[src/rtl/arinc_word_serializer.sv]
module arinc_word_serializer #(
  parameter int HALF_W   = 16,
  parameter int GAP_BITS = 4,
  parameter int SYNC_BIT = 8
) (
  input  logic              clk,
  input  logic              rst_n,
  input  logic              wr_n,
  input  logic              addr,
  input  logic [HALF_W-1:0] din,
  input  logic              par_en,
  output logic              ready,
  output logic              bit_clk,
  output logic              tx_a,
  output logic              tx_b,
  output logic              nrz,
  output logic              sync_n
);
  localparam int WORD_W = 2 * HALF_W;
  localparam int LAST   = WORD_W + GAP_BITS - 1;
  localparam int CW     = $clog2(LAST + 1);

  logic              wr_q, full, ph, idle;
  logic [HALF_W-1:0] lo_q, hi_q;
  logic [WORD_W-1:0] shreg, word_nx;
  logic [CW-1:0]     cnt;

  wire strobe   = !wr_q && wr_n && !full;
  wire sending  = !idle && (cnt < CW'(WORD_W));
  wire load_now = ph && full && (idle || cnt == CW'(LAST));

  always_comb begin
    word_nx = {hi_q, lo_q};
    if (par_en) word_nx[WORD_W-1] = ~^word_nx[WORD_W-2:0];
  end

  always_ff @(posedge clk or negedge rst_n) begin
    if (!rst_n) begin
      wr_q  <= 1'b1;
      full  <= 1'b0;
      ph    <= 1'b0;
      idle  <= 1'b1;
      lo_q  <= '0;
      hi_q  <= '0;
      shreg <= '0;
      cnt   <= '0;
    end else begin
      wr_q <= wr_n;
      ph   <= ~ph;
      if (strobe) begin
        if (addr) lo_q <= din;
        else begin
          hi_q <= din;
          full <= 1'b1;
        end
      end
      if (ph) begin
        if (load_now) begin
          shreg <= word_nx;
          cnt   <= '0;
          idle  <= 1'b0;
          full  <= 1'b0;
        end else if (!idle) begin
          shreg <= {1'b0, shreg[WORD_W-1:1]};
          if (cnt == CW'(LAST)) idle <= 1'b1;
          else cnt <= cnt + 1'b1;
        end
      end
    end
  end

  assign ready   = !full;
  assign bit_clk = !ph;
  assign tx_a    = sending && shreg[0] && !ph;
  assign tx_b    = sending && !shreg[0] && !ph;
  assign nrz     = sending && shreg[0];
  assign sync_n  = !(sending && ph && cnt == CW'(SYNC_BIT - 1));
endmodule


[config.mk]
export PLATFORM = sky130hd
export DESIGN_NAME = arinc_word_serializer
export DESIGN_NICKNAME = d
export VERILOG_FILES = /design/src/rtl/arinc_word_serializer.sv
export SDC_FILE = /design/constraint.sdc
export NUM_CORES = 1
export LEC_CHECK = 0
export ABC_AREA = 1
export BUFFER_PORTS_ARGS = -buffer_cell sky130_fd_sc_hd__buf_2
export CAP_MARGIN = 20
export CORE_MARGIN = 10
export CORE_UTILIZATION = 44
export CTS_CLUSTER_SIZE = 20
export DETAILED_ROUTE_END_ITERATION = 6
export PLACE_DENSITY_LB_ADDON = 0.1
export SYNTH_ARGS = -nofsm -noshare
export SYNTH_HDL_FRONTEND = slang
export SYNTH_SLANG_ARGS = --single-unit
[constraint.sdc]
create_clock -name clk -period 3 [get_ports clk]
set_input_delay 0.6 -clock clk [delete_from_list [all_inputs] [get_ports clk]]
set_output_delay 0.6 -clock clk [all_outputs]
set_load 0.01 [all_outputs]
==> metrics.csv, run 1 <==
stage,metric,value,unit
status,status,finished clean,
worst_setup_path,worstReg2RegStart,cnt[1]$_DFFE_PN0P_,
floorplan,initial_utilization,0.447,
timing,relSlewSlack,0.377,
global_routing,grt_pass1_vias,3127,
worst_setup_path,arrival,1.64,ns
power,p_per_area,425,nW/um^2
layout,diodes,0,
synth,netlist_area,3860,sq um
synth,synth_cell_types,27,
timing,setup-violations-final,0,
timing,fin_tns_setup,0,ns
floorplan,core,8640,sq um
synth,netlist_instances,527,
timing,finalCriticalPeriod,2.24,ns
global_routing,antenna_found_initial,0,
floorplan,rows,34,
timing,fin_skew,0.00972,ns
placement,dpl.hpwl,5690,um
clock_tree,numClockSinks,74,
routing,num_vias,3195,
clock_tree,ctsRootBufferMaster,clkbuf_8,
timing,tightest_slew,0.934,ns
synth,syn_avg_cell_area,7.32,sq um
min_path,hold_end,wr_q$_DFF_PN1_,
routing,post_drt_wl_per_cell,12.4,um
min_path,min_from,wr_n,
timing,slew_viol_final,0,
clock_tree,cts_max_level,3,
min_path,holdPathStages,1,
clock_tree,clock_path_buffers,2,
global_routing,grt_overflow_total,0,
clock_tree,clk_pin_slew,0.07,ns
floorplan,ios,27,
worst_setup_path,cp_max_fo,4,
layout,area_growth,9.89,%
routing,first_pass_iters,5,
clock_tree,insertion_delay,0.33,ns
routing,via_per_inst,4.83,
routing,wl,8220,um
worst_setup_path,ff2ff_path_depth,10,
layout,final_layout_size_suffix_gt1_frac,0.0904,
timing,min_period_over_period,0.746,
layout,instances_no_fill,661,
global_routing,track_usage,0.137,
clock_tree,cts_tree,built,
global_routing,grt_max_degree,75,
synth,synth_nets,549,
worst_setup_path,required,2.40,ns
power,p_leak,2.17,nW
floorplan,die_x,114,um
clock_tree,postCtsHoldBufs,0,
worst_setup_path,startpoint,cnt[1]$_DFFE_PN0P_,
placement,gp_congestion,0.814,
placement,placed_cells,645,
global_routing,grt_pass1_wl,14700,um
worst_setup_path,critPathKind,reg -> out,
layout,final_util,0.491,
layout,fin_nets,570,
routing,antenna_left,0,
power,peakVddDrop,0.208,mV
placement,portBuffers,26,
synth,ys_seq_area_frac,0.480,
timing,rsz0062_at_grt,no,
synth,ys_warn_count,0,
floorplan,die_y,114,um
routing,drc,0,
timing,fmax,0.447,GHz
clock_tree,post_cts_buffers,0,
timing,finalHoldViolations,0,
clock_tree,cts_resized,0,
clock_tree,cts_buffers,9,
worst_setup_path,end_kind,primary output,
routing,drtIter0Drc,166,
worst_setup_path,cp-start-kind,register,
run,max-cap-violations,0,
min_path,hold_class,in -> reg,
worst_setup_path,r2r_setup_slack,1.01,ns
worst_setup_path,r2r-end,shreg[30]$_DFFE_PN0P_,
floorplan,fp.dieArea,12900,sq um
synth,ys_ff_latch,74,
==> state kept, by name, indices dropped and copies added, names as in the netlist <==
signal  cells
lo_q       16
hi_q       16
shreg      32
wr_q        1
ph          1
cnt         6
full        1
idle        1
==> metrics by stage <==
stage	power, mW	hold WS [ns]	setup slack, ns	area [sq um]
6_report	1.80	0.386	0.762	4240
5_1_grt	1.88	0.364	0.646	4240
4_1_cts	1.83	0.371	0.724	4240
3_5_place_dp	1.06	0.457	1.03	4050
3_3_place_gp	1.06	0.453	1.10	4050
2_1_floorplan	1.02	0.304	1.26	3860
==> where the power goes <==
group | total [mW] | internal, mW | leakage [nW] | switching [mW]
clock network | 0.765 | 0.406 | 0.0974 | 0.359
registers | 0.998 | 0.998 | 1.00 | 0.000141
logic | 0.0389 | 0.0112 | 1.07 | 0.0277
==> critical path, cell delays in order, from the launching register on <==
cell     delay, ns
dfrtp_1       0.38
ha_1          0.23
nand2_1       0.06
or4_1         0.49
buf_2         0.15
==> kinds of logic after synthesis <==
family,synth area share
AO/OA/AOI/OAI,0.179
buffers and inverters,0.118
AND/OR/NAND/NOR,0.208
flip-flops,0.480
XOR/XNOR,0.0113
adder cells (fa/ha/maj),0.00324
==> worst max-delay path by stage <==
stage | end | slack (ns)
floorplan | sync_n | 1.26
global placement | shreg[30]$_DFFE_PN0P_ | 1.10
detailed placement | shreg[30]$_DFFE_PN0P_ | 1.03
CTS | sync_n | 0.72
global route | sync_n | 0.65
finish | sync_n | 0.76
==> Yosys cell counts (all sizes together) <==
cell      n  area [sq um]
nand4     1          6.26
dfstp     2          52.6
nor3      3          15.0
or4       1          7.51
o31ai     1          7.51
inv      89           334
nand3    11          55.1
nand3b    2          15.0
nor4      2          12.5
ha        1          12.5
o21ai    97           489
nor2     18          75.1
a32o      1          10.0
nand2   164           616
clkbuf   11          43.8
dfrtp    72          1800
a21oi    37           185
buf       9          77.6
xnor2     2          17.5
xor2      3          26.3
==> cell type report <==
class | count | area, sq um
Clock buffer | 13 | 149
Clock inverter | 3 | 40.0
Fill cell | 878 | 4390
Inverter | 89 | 334
Multi-Input combinational cell | 344 | 1550
Sequential cell | 74 | 1850
Tap cell | 108 | 135
Timing Repair Buffer | 30 | 175
==> cells in the final DEF (no fill, tap or decap), types with 2 or more instances in the layout <==
master	instances
nor4_1	2
dfrtp_1	72
nor3_1	3
clkinv_2	2
inv_1	87
buf_4	4
xor2_1	3
dfstp_2	2
o21ai_2	2
inv_2	2
nand2_1	164
clkbuf_1	3
a21oi_1	37
nand3b_1	2
o21ai_0	87
buf_2	25
nor2_1	17
o21ai_1	8
xnor2_1	2
nand3_1	11
clkbuf_8	10
==> layer usage <==
layer / track usage / up-vias / part of all wire
li1: - / 1690 / -
met1: 0.177 / 1468 / 0.50
met2: 0.223 / 35 / 0.46
met3: 0.0341 / 2 / 0.027
met4: 0.0364 / 0 / 0.0049
met5: 0 / - / 0
(Power assumes the default switching activity.)
==> inputs of run 2 (changes only) <==
==> constraint.sdc (replaced) <==
create_clock -name clk -period 2.3 [get_ports clk]
set_input_delay 0.46 -clock clk [delete_from_list [all_inputs] [get_ports clk]]
set_output_delay 0.46 -clock clk [all_outputs]
set_load 0.01 [all_outputs]
==> run 2 against run 1 <==
Net effect:
- clock-buffer cell count rose by 1
- design area rose by 1.3%
- critical path depth stayed put
- first-iteration DRC count shrank 17%
- power grew 34%
- non-clock buffer count increased by 3
- final cell count increased by 0.45%
- sequential share of layout area fell by 0.55 points
- register-to-register slack worse by 0.51 ns
- clock power grew 39%
- clock skew rose by 0.0015 ns
- global-route usage about the same
- critical endpoint unchanged
- largest cell class unchanged
- largest power group unchanged
==> metrics.csv, run 2 (synthesis results as in run 1) <==
stage,metric,value,unit,change
status,status,finished clean,,unchanged
worst_setup_path,path_cells,"ha_1, nand2_1, or4_1, buf_2",,unchanged
power,power_frac_comb,0.023,,was 0.022
timing,fin_skew,0.0113,ns,was 0.00972 ns
layout,area_growth,11.3,%,was 9.89%
run,max-cap-violations,0,,unchanged
power,p_per_area,562,nW/um^2,was 425 nW/um^2
clock_tree,clock_path_buffers,2,,unchanged
global_routing,grt_pass1_wl,14700,um,about the same
routing,drc,0,,unchanged
min_path,hold_class,in -> async,,was in -> reg
clock_tree,insertion_delay,0.34,ns,was 0.33 ns
floorplan,die_y,114,um,unchanged
global_routing,grt_overflow_total,0,,unchanged
floorplan,fp.dieArea,12900,sq um,unchanged
global_routing,grt_max_degree,66,,was 75
timing,finalCriticalPeriod,2.10,ns,
layout,top_register,shreg,,unchanged
clock_tree,post_cts_buffers,0,,unchanged
power,internal-power,1.91,mW,was 1.42 mW
clock_tree,cts_max_level,3,,unchanged
clock_tree,cts_tree,built,,unchanged
placement,gp_congestion,0.888,,was 0.814
layout,most-common-layout-cells,"nand2_1, inv_1, o21ai_0, dfrtp_1, a21oi_1",,unchanged
timing,setup-violations-final,0,,unchanged
worst_setup_path,cp_max_fo,4,,unchanged
routing,first_pass_iters,4,,was 5
routing,wl,8230,um,was 8220 um
power,p_leak,2.20,nW,was 2.17 nW
worst_setup_path,cp-start-kind,register,,unchanged
clock_tree,ctsRootBufferMaster,clkbuf_8,,unchanged
layout,reg.largest.list,"shreg (32), hi_q (16), lo_q (16)",,unchanged
floorplan,ios,27,,unchanged
routing,via_per_inst,4.88,,was 4.83
worst_setup_path,critPathKind,reg -> out,,unchanged
global_routing,antenna_found_initial,0,,unchanged
worst_setup_path,arrival,1.64,ns,about the same
routing,post_drt_wl_per_cell,12.4,um,about the same
power,swShare,0.208,,was 0.215
placement,portBuffers,26,,unchanged
power,clock_power_share,0.437,,was 0.425
clock_tree,numClockSinks,74,,unchanged
layout,largest_register_ffs,32,,unchanged
clock_tree,postCtsHoldBufs,0,,unchanged
layout,fin_nets,573,,was 570
clock_tree,clk_pin_slew,0.07,ns,about the same
floorplan,die_x,114,um,unchanged
worst_setup_path,cp_slowest_cell,or4_1,,unchanged
timing,fmax,0.477,GHz,
worst_setup_path,end_kind,primary output,,unchanged
power,peakVddDrop,0.236,mV,was 0.208 mV
timing,fin_tns_setup,0,ns,unchanged
layout,final_layout_size_suffix_gt1_frac,0.0971,,was 0.0904
floorplan,core,8640,sq um,unchanged
worst_setup_path,ff2ff_path_depth,9,,was 10
timing,rsz0062_at_grt,no,,unchanged
power,p_sw,0.503,mW,was 0.387 mW
layout,n_fill_cell,883,,was 878
floorplan,rows,34,,unchanged
power,p_seq_frac,0.540,,was 0.554
layout,layout_commonest_cell,nand2_1,,unchanged
routing,num_vias,3242,,was 3195
timing,min_period_over_period,0.912,,
placement,dpl.hpwl,5740,um,was 5690 um
worst_setup_path,critPathMaxStageDelay,0.48,ns,was 0.49 ns
clock_tree,cts_resized,0,,unchanged
floorplan,initial_utilization,0.447,,unchanged
timing,finalHoldViolations,0,,unchanged
timing,relSlewSlack,0.752,,was 0.377
timing,slew_viol_final,0,,unchanged
global_routing,track_usage,0.136,,was 0.137
power,power,2.41,mW,was 1.80 mW
layout,diodes,0,,unchanged
timing,tightest_slew,0.373,ns,was 0.934 ns
global_routing,grt_pass1_vias,3155,,was 3127
clock_tree,cts_buffers,9,,unchanged
routing,antenna_left,0,,unchanged
routing,drtIter0Drc,137,,was 166
worst_setup_path,required,1.84,ns,was 2.40 ns
==> run 2: worst paths after layout <==
path / to / from / slack, ns
max: sync_n / cnt[1]$_DFFE_PN0P_ / 0.20
min: shreg[5]$_DFFE_PN0P_ / rst_n / 0.02
max reg2reg: shreg[24]$_DFFE_PN0P_ / cnt[1]$_DFFE_PN0P_ / 0.50
min reg2reg: cnt[4]$_DFFE_PN0P_ / cnt[4]$_DFFE_PN0P_ / 0.47
max in group asynchronous: wr_q$_DFF_PN1_ / rst_n / 1.64
min in group clk: wr_q$_DFF_PN1_ / wr_n / 0.24
==> run 2: through the flow <==
stage	setup WS, ns	std cells	hold slack [ns]	util	instance area (sq um)
2_1_floorplan	0.700	527	0.164	-	3860
3_3_place_gp	0.590	648	0.405	0.473	4090
3_5_place_dp	0.565	648	0.408	0.473	4090
4_1_cts	0.187	664	0.0327	0.497	4300
5_1_grt	0.0558	664	0.0351	0.497	4300
6_report	0.203	664	0.0247	0.497	4300
==> run 2: routing by layer <==
layer,share of wire,GRT usage
met5,0,0
met4,0.013,0.0431
met3,0.031,0.0346
met2,0.46,0.219
met1,0.49,0.176
==> run 2: area by class of cell <==
| type | count | area [sq um] | area share |
|---|---|---|---|
| repair buffers | 33 | 210 | 0.0489 |
| clock buffers | 14 | 173 | 0.0402 |
| inverters | 89 | 334 | 0.0778 |
| flip-flops and latches | 74 | 1850 | 0.432 |
| clock inverters | 2 | 35.0 | 0.00816 |
| multi-input cells | 344 | 1550 | 0.362 |
| well taps | 108 | 135 | 0.0315 |
==> run 2: power by group through the flow <==
stage,combinational [mW],clock (mW),sequential (mW)
6_report,0.0560,1.06,1.30
4_1_cts,0.0598,1.08,1.30
2_1_floorplan,0.00704,0,1.33
5_1_grt,0.0665,1.14,1.30
3_3_place_gp,0.0594,0,1.33
3_5_place_dp,0.0598,0,1.33
==> run 2: worst max-delay path, delay by kind of cell (launching register included) <==
family,cells,cell delay [ns]
flops,1,0.38
buf+inv,1,0.15
simple gates,2,0.54
fa+ha+maj,1,0.22
==> inputs of run 3 (changes only) <==
--- a/config.mk
+++ b/config.mk
@@ -8,8 +8,10 @@
 export ABC_AREA = 1
 export BUFFER_PORTS_ARGS = -buffer_cell sky130_fd_sc_hd__buf_2
 export CAP_MARGIN = 20
+export CELL_PAD_IN_SITES_DETAIL_PLACEMENT = 1
+export CELL_PAD_IN_SITES_GLOBAL_PLACEMENT = 2
 export CORE_MARGIN = 10
-export CORE_UTILIZATION = 44
+export CORE_UTILIZATION = 35
 export CTS_CLUSTER_SIZE = 20
 export DETAILED_ROUTE_END_ITERATION = 6
 export PLACE_DENSITY_LB_ADDON = 0.1
==> run 3 against run 2 <==
Net effect:
- power decreased by 6.4%
- critical path depth down 1
- design area barely moved
- worst hold slack improved by 0.035 ns
- wire length rose by 23%
- worst setup slack lost 0.041 ns
- register-to-register slack got worse by 0.04 ns
- combinational power is 6.8% higher
- critical path type unchanged
- largest power group unchanged
==> metrics.csv, run 3 (synthesis results as in run 1) <==
stage,metric,value,unit,change
clock_tree,cts_resized,0,,unchanged
routing,drc,0,,unchanged
placement,gp_congestion,0.771,,was 0.888
power,p_per_area,526,nW/um^2,was 562 nW/um^2
power,peakVddDrop,0.190,mV,was 0.236 mV
power,p_leak,2.18,nW,was 2.20 nW
floorplan,core,10800,sq um,was 8640 sq um
floorplan,die_y,125,um,was 114 um
worst_setup_path,critPathKind,reg -> out,,unchanged
timing,slew_viol_final,0,,unchanged
timing,rsz0062_at_grt,no,,unchanged
layout,instances_no_fill,696,,was 664
layout,reg.largest.list,"shreg (32), hi_q (16), lo_q (16)",,unchanged
layout,diodes,0,,unchanged
layout,final_layout_size_suffix_gt1_frac,0.0953,,was 0.0971
placement,placed_cells,680,,was 648
worst_setup_path,cp_max_fo,9,,was 4
clock_tree,clock_path_buffers,2,,unchanged
clock_tree,ctsRootBufferMaster,clkbuf_8,,unchanged
global_routing,antenna_found_initial,0,,unchanged
clock_tree,cts_buffers,9,,unchanged
worst_setup_path,end_kind,primary output,,unchanged
routing,via_per_inst,4.84,,was 4.88
global_routing,grt_max_degree,43,,was 66
worst_setup_path,path_cells,"inv_1, or4_1, buf_2",,"was ha_1, nand2_1, or4_1, buf_2"
run,max-cap-violations,0,,unchanged
worst_setup_path,required,1.84,ns,about the same
timing,tightest_slew,0.557,ns,was 0.373 ns
timing,fmax,0.468,GHz,was 0.477 GHz
worst_setup_path,r2r_setup_slack,0.46,ns,was 0.50 ns
layout,largest_register_ffs,32,,unchanged
routing,wl,10200,um,was 8230 um
power,power,2.26,mW,was 2.41 mW
layout,n_fill_cell,1401,,was 883
floorplan,rows,38,,was 34
placement,portBuffers,26,,unchanged
clock_tree,cts_tree,built,,unchanged
clock_tree,clk_pin_slew,0.08,ns,was 0.07 ns
floorplan,ios,27,,unchanged
floorplan,initial_utilization,0.356,,was 0.447
timing,setup-violations-final,0,,unchanged
timing,finalHoldViolations,0,,unchanged
routing,antenna_left,0,,unchanged
layout,top_register,shreg,,unchanged
routing,num_vias,3370,,was 3242
worst_setup_path,path_buf_inv,2,,was 1
worst_setup_path,cp_top_family,flip-flops,,was simple AND/OR/NAND/NOR gates
clock_tree,insertion_delay,0.35,ns,was 0.34 ns
layout,register_area,1850,sq um,unchanged
layout,area_growth,11.2,%,was 11.3%
layout,layout_commonest_cell,nand2_1,,unchanged
global_routing,grt_pass1_vias,3473,,was 3155
routing,first_pass_iters,4,,unchanged
global_routing,grt_pass1_wl,17400,um,was 14700 um
worst_setup_path,cp-start-kind,register,,unchanged
layout,most-common-layout-cells,"nand2_1, inv_1, o21ai_0, dfrtp_1, a21oi_1",,unchanged
timing,min_period_over_period,0.929,,was 0.912
floorplan,fp.dieArea,15600,sq um,was 12900 sq um
routing,post_drt_wl_per_cell,14.6,um,was 12.4 um
floorplan,die_x,125,um,was 114 um
clock_tree,cts_max_level,3,,unchanged
layout,fin_nets,573,,unchanged
placement,dpl.hpwl,7430,um,was 5740 um
global_routing,track_usage,0.133,,was 0.136
min_path,hold_class,in -> async,,unchanged
worst_setup_path,arrival,1.68,ns,was 1.64 ns
status,status,finished clean,,unchanged
timing,finalCriticalPeriod,2.14,ns,was 2.10 ns
clock_tree,postCtsHoldBufs,0,,unchanged
worst_setup_path,critPathMaxStageDelay,0.52,ns,was 0.48 ns
layout,multi_input_area,1550,sq um,unchanged
clock_tree,post_cts_buffers,0,,unchanged
clock_tree,numClockSinks,74,,unchanged
worst_setup_path,cp_slowest_cell,dfrtp_1,,was or4_1
global_routing,grt_overflow_total,0,,unchanged
timing,fin_skew,0.0117,ns,was 0.0113 ns
timing,fin_tns_setup,0,ns,unchanged
timing,relSlewSlack,0.628,,was 0.752
routing,drtIter0Drc,166,,was 137
-- run 3: changes by cell type in the layout (fill, tap and decap cells not counted), sizes merged --
cell / before / now
bufinv: 1 / 0
clkinv: 1 / 2
clkbuf: 14 / 13
clkinvlp: 0 / 1
-- run 3: path summary, 6_finish.rpt --
| check | to | start | depth (start not counted) |
|---|---|---|---|
| min in group clk | wr_q$_DFF_PN1_ | wr_n | 1 |
| setup reg to reg | shreg[30]$_DFFE_PN0P_ | cnt[1]$_DFFE_PN0P_ | 10 |
| setup / recovery | sync_n | ph$_DFF_PN0_ | 3 |
| hold reg to reg | cnt[4]$_DFFE_PN0P_ | cnt[4]$_DFFE_PN0P_ | 1 |
| hold / removal | shreg[7]$_DFFE_PN0P_ | rst_n | 1 |
| max in group asynchronous | wr_q$_DFF_PN1_ | rst_n | 2 |
-- run 3: cell type report --
type | count | share of cell area
sequential | 74 | 0.432
multi-input combinational | 344 | 0.362
inverter | 89 | 0.0778
timing repair buffer | 33 | 0.0490
tap | 140 | 0.0408
clock buffer | 13 | 0.0347
clock inverter | 3 | 0.00408
-- run 3: where the power goes --
group          internal, mW  total, mW  switching [mW]  leakage [nW]
sequential             1.30       1.30        0.000217          1.00
clock                 0.419      0.897           0.478        0.0834
combinational        0.0183     0.0598          0.0415          1.09
total                  1.74       2.26           0.519          2.18
-- run 3: metal layers --
layer | vias to the layer above | global-route usage | share of wire
li1 | 1696 | - | -
met1 | 1632 | 0.174 | 0.50
met2 | 31 | 0.219 | 0.47
met3 | 11 | 0.0270 | 0.020
met4 | 0 | 0.0379 | 0.012
met5 | - | 0 | 0
-- run 3: metrics by stage --
stage | cell area [sq um] | setup WS, ns | hold slack [ns] | util
after global routing | 4290 | 0.0287 | 0.0724 | 0.396
after CTS | 4290 | 0.134 | 0.0505 | 0.396
after floorplan | 3860 | 0.700 | 0.164 | -
after detailed placement | 4130 | 0.507 | 0.449 | 0.381
final | 4290 | 0.162 | 0.0601 | 0.396
after global placement | 4130 | 0.555 | 0.444 | 0.381
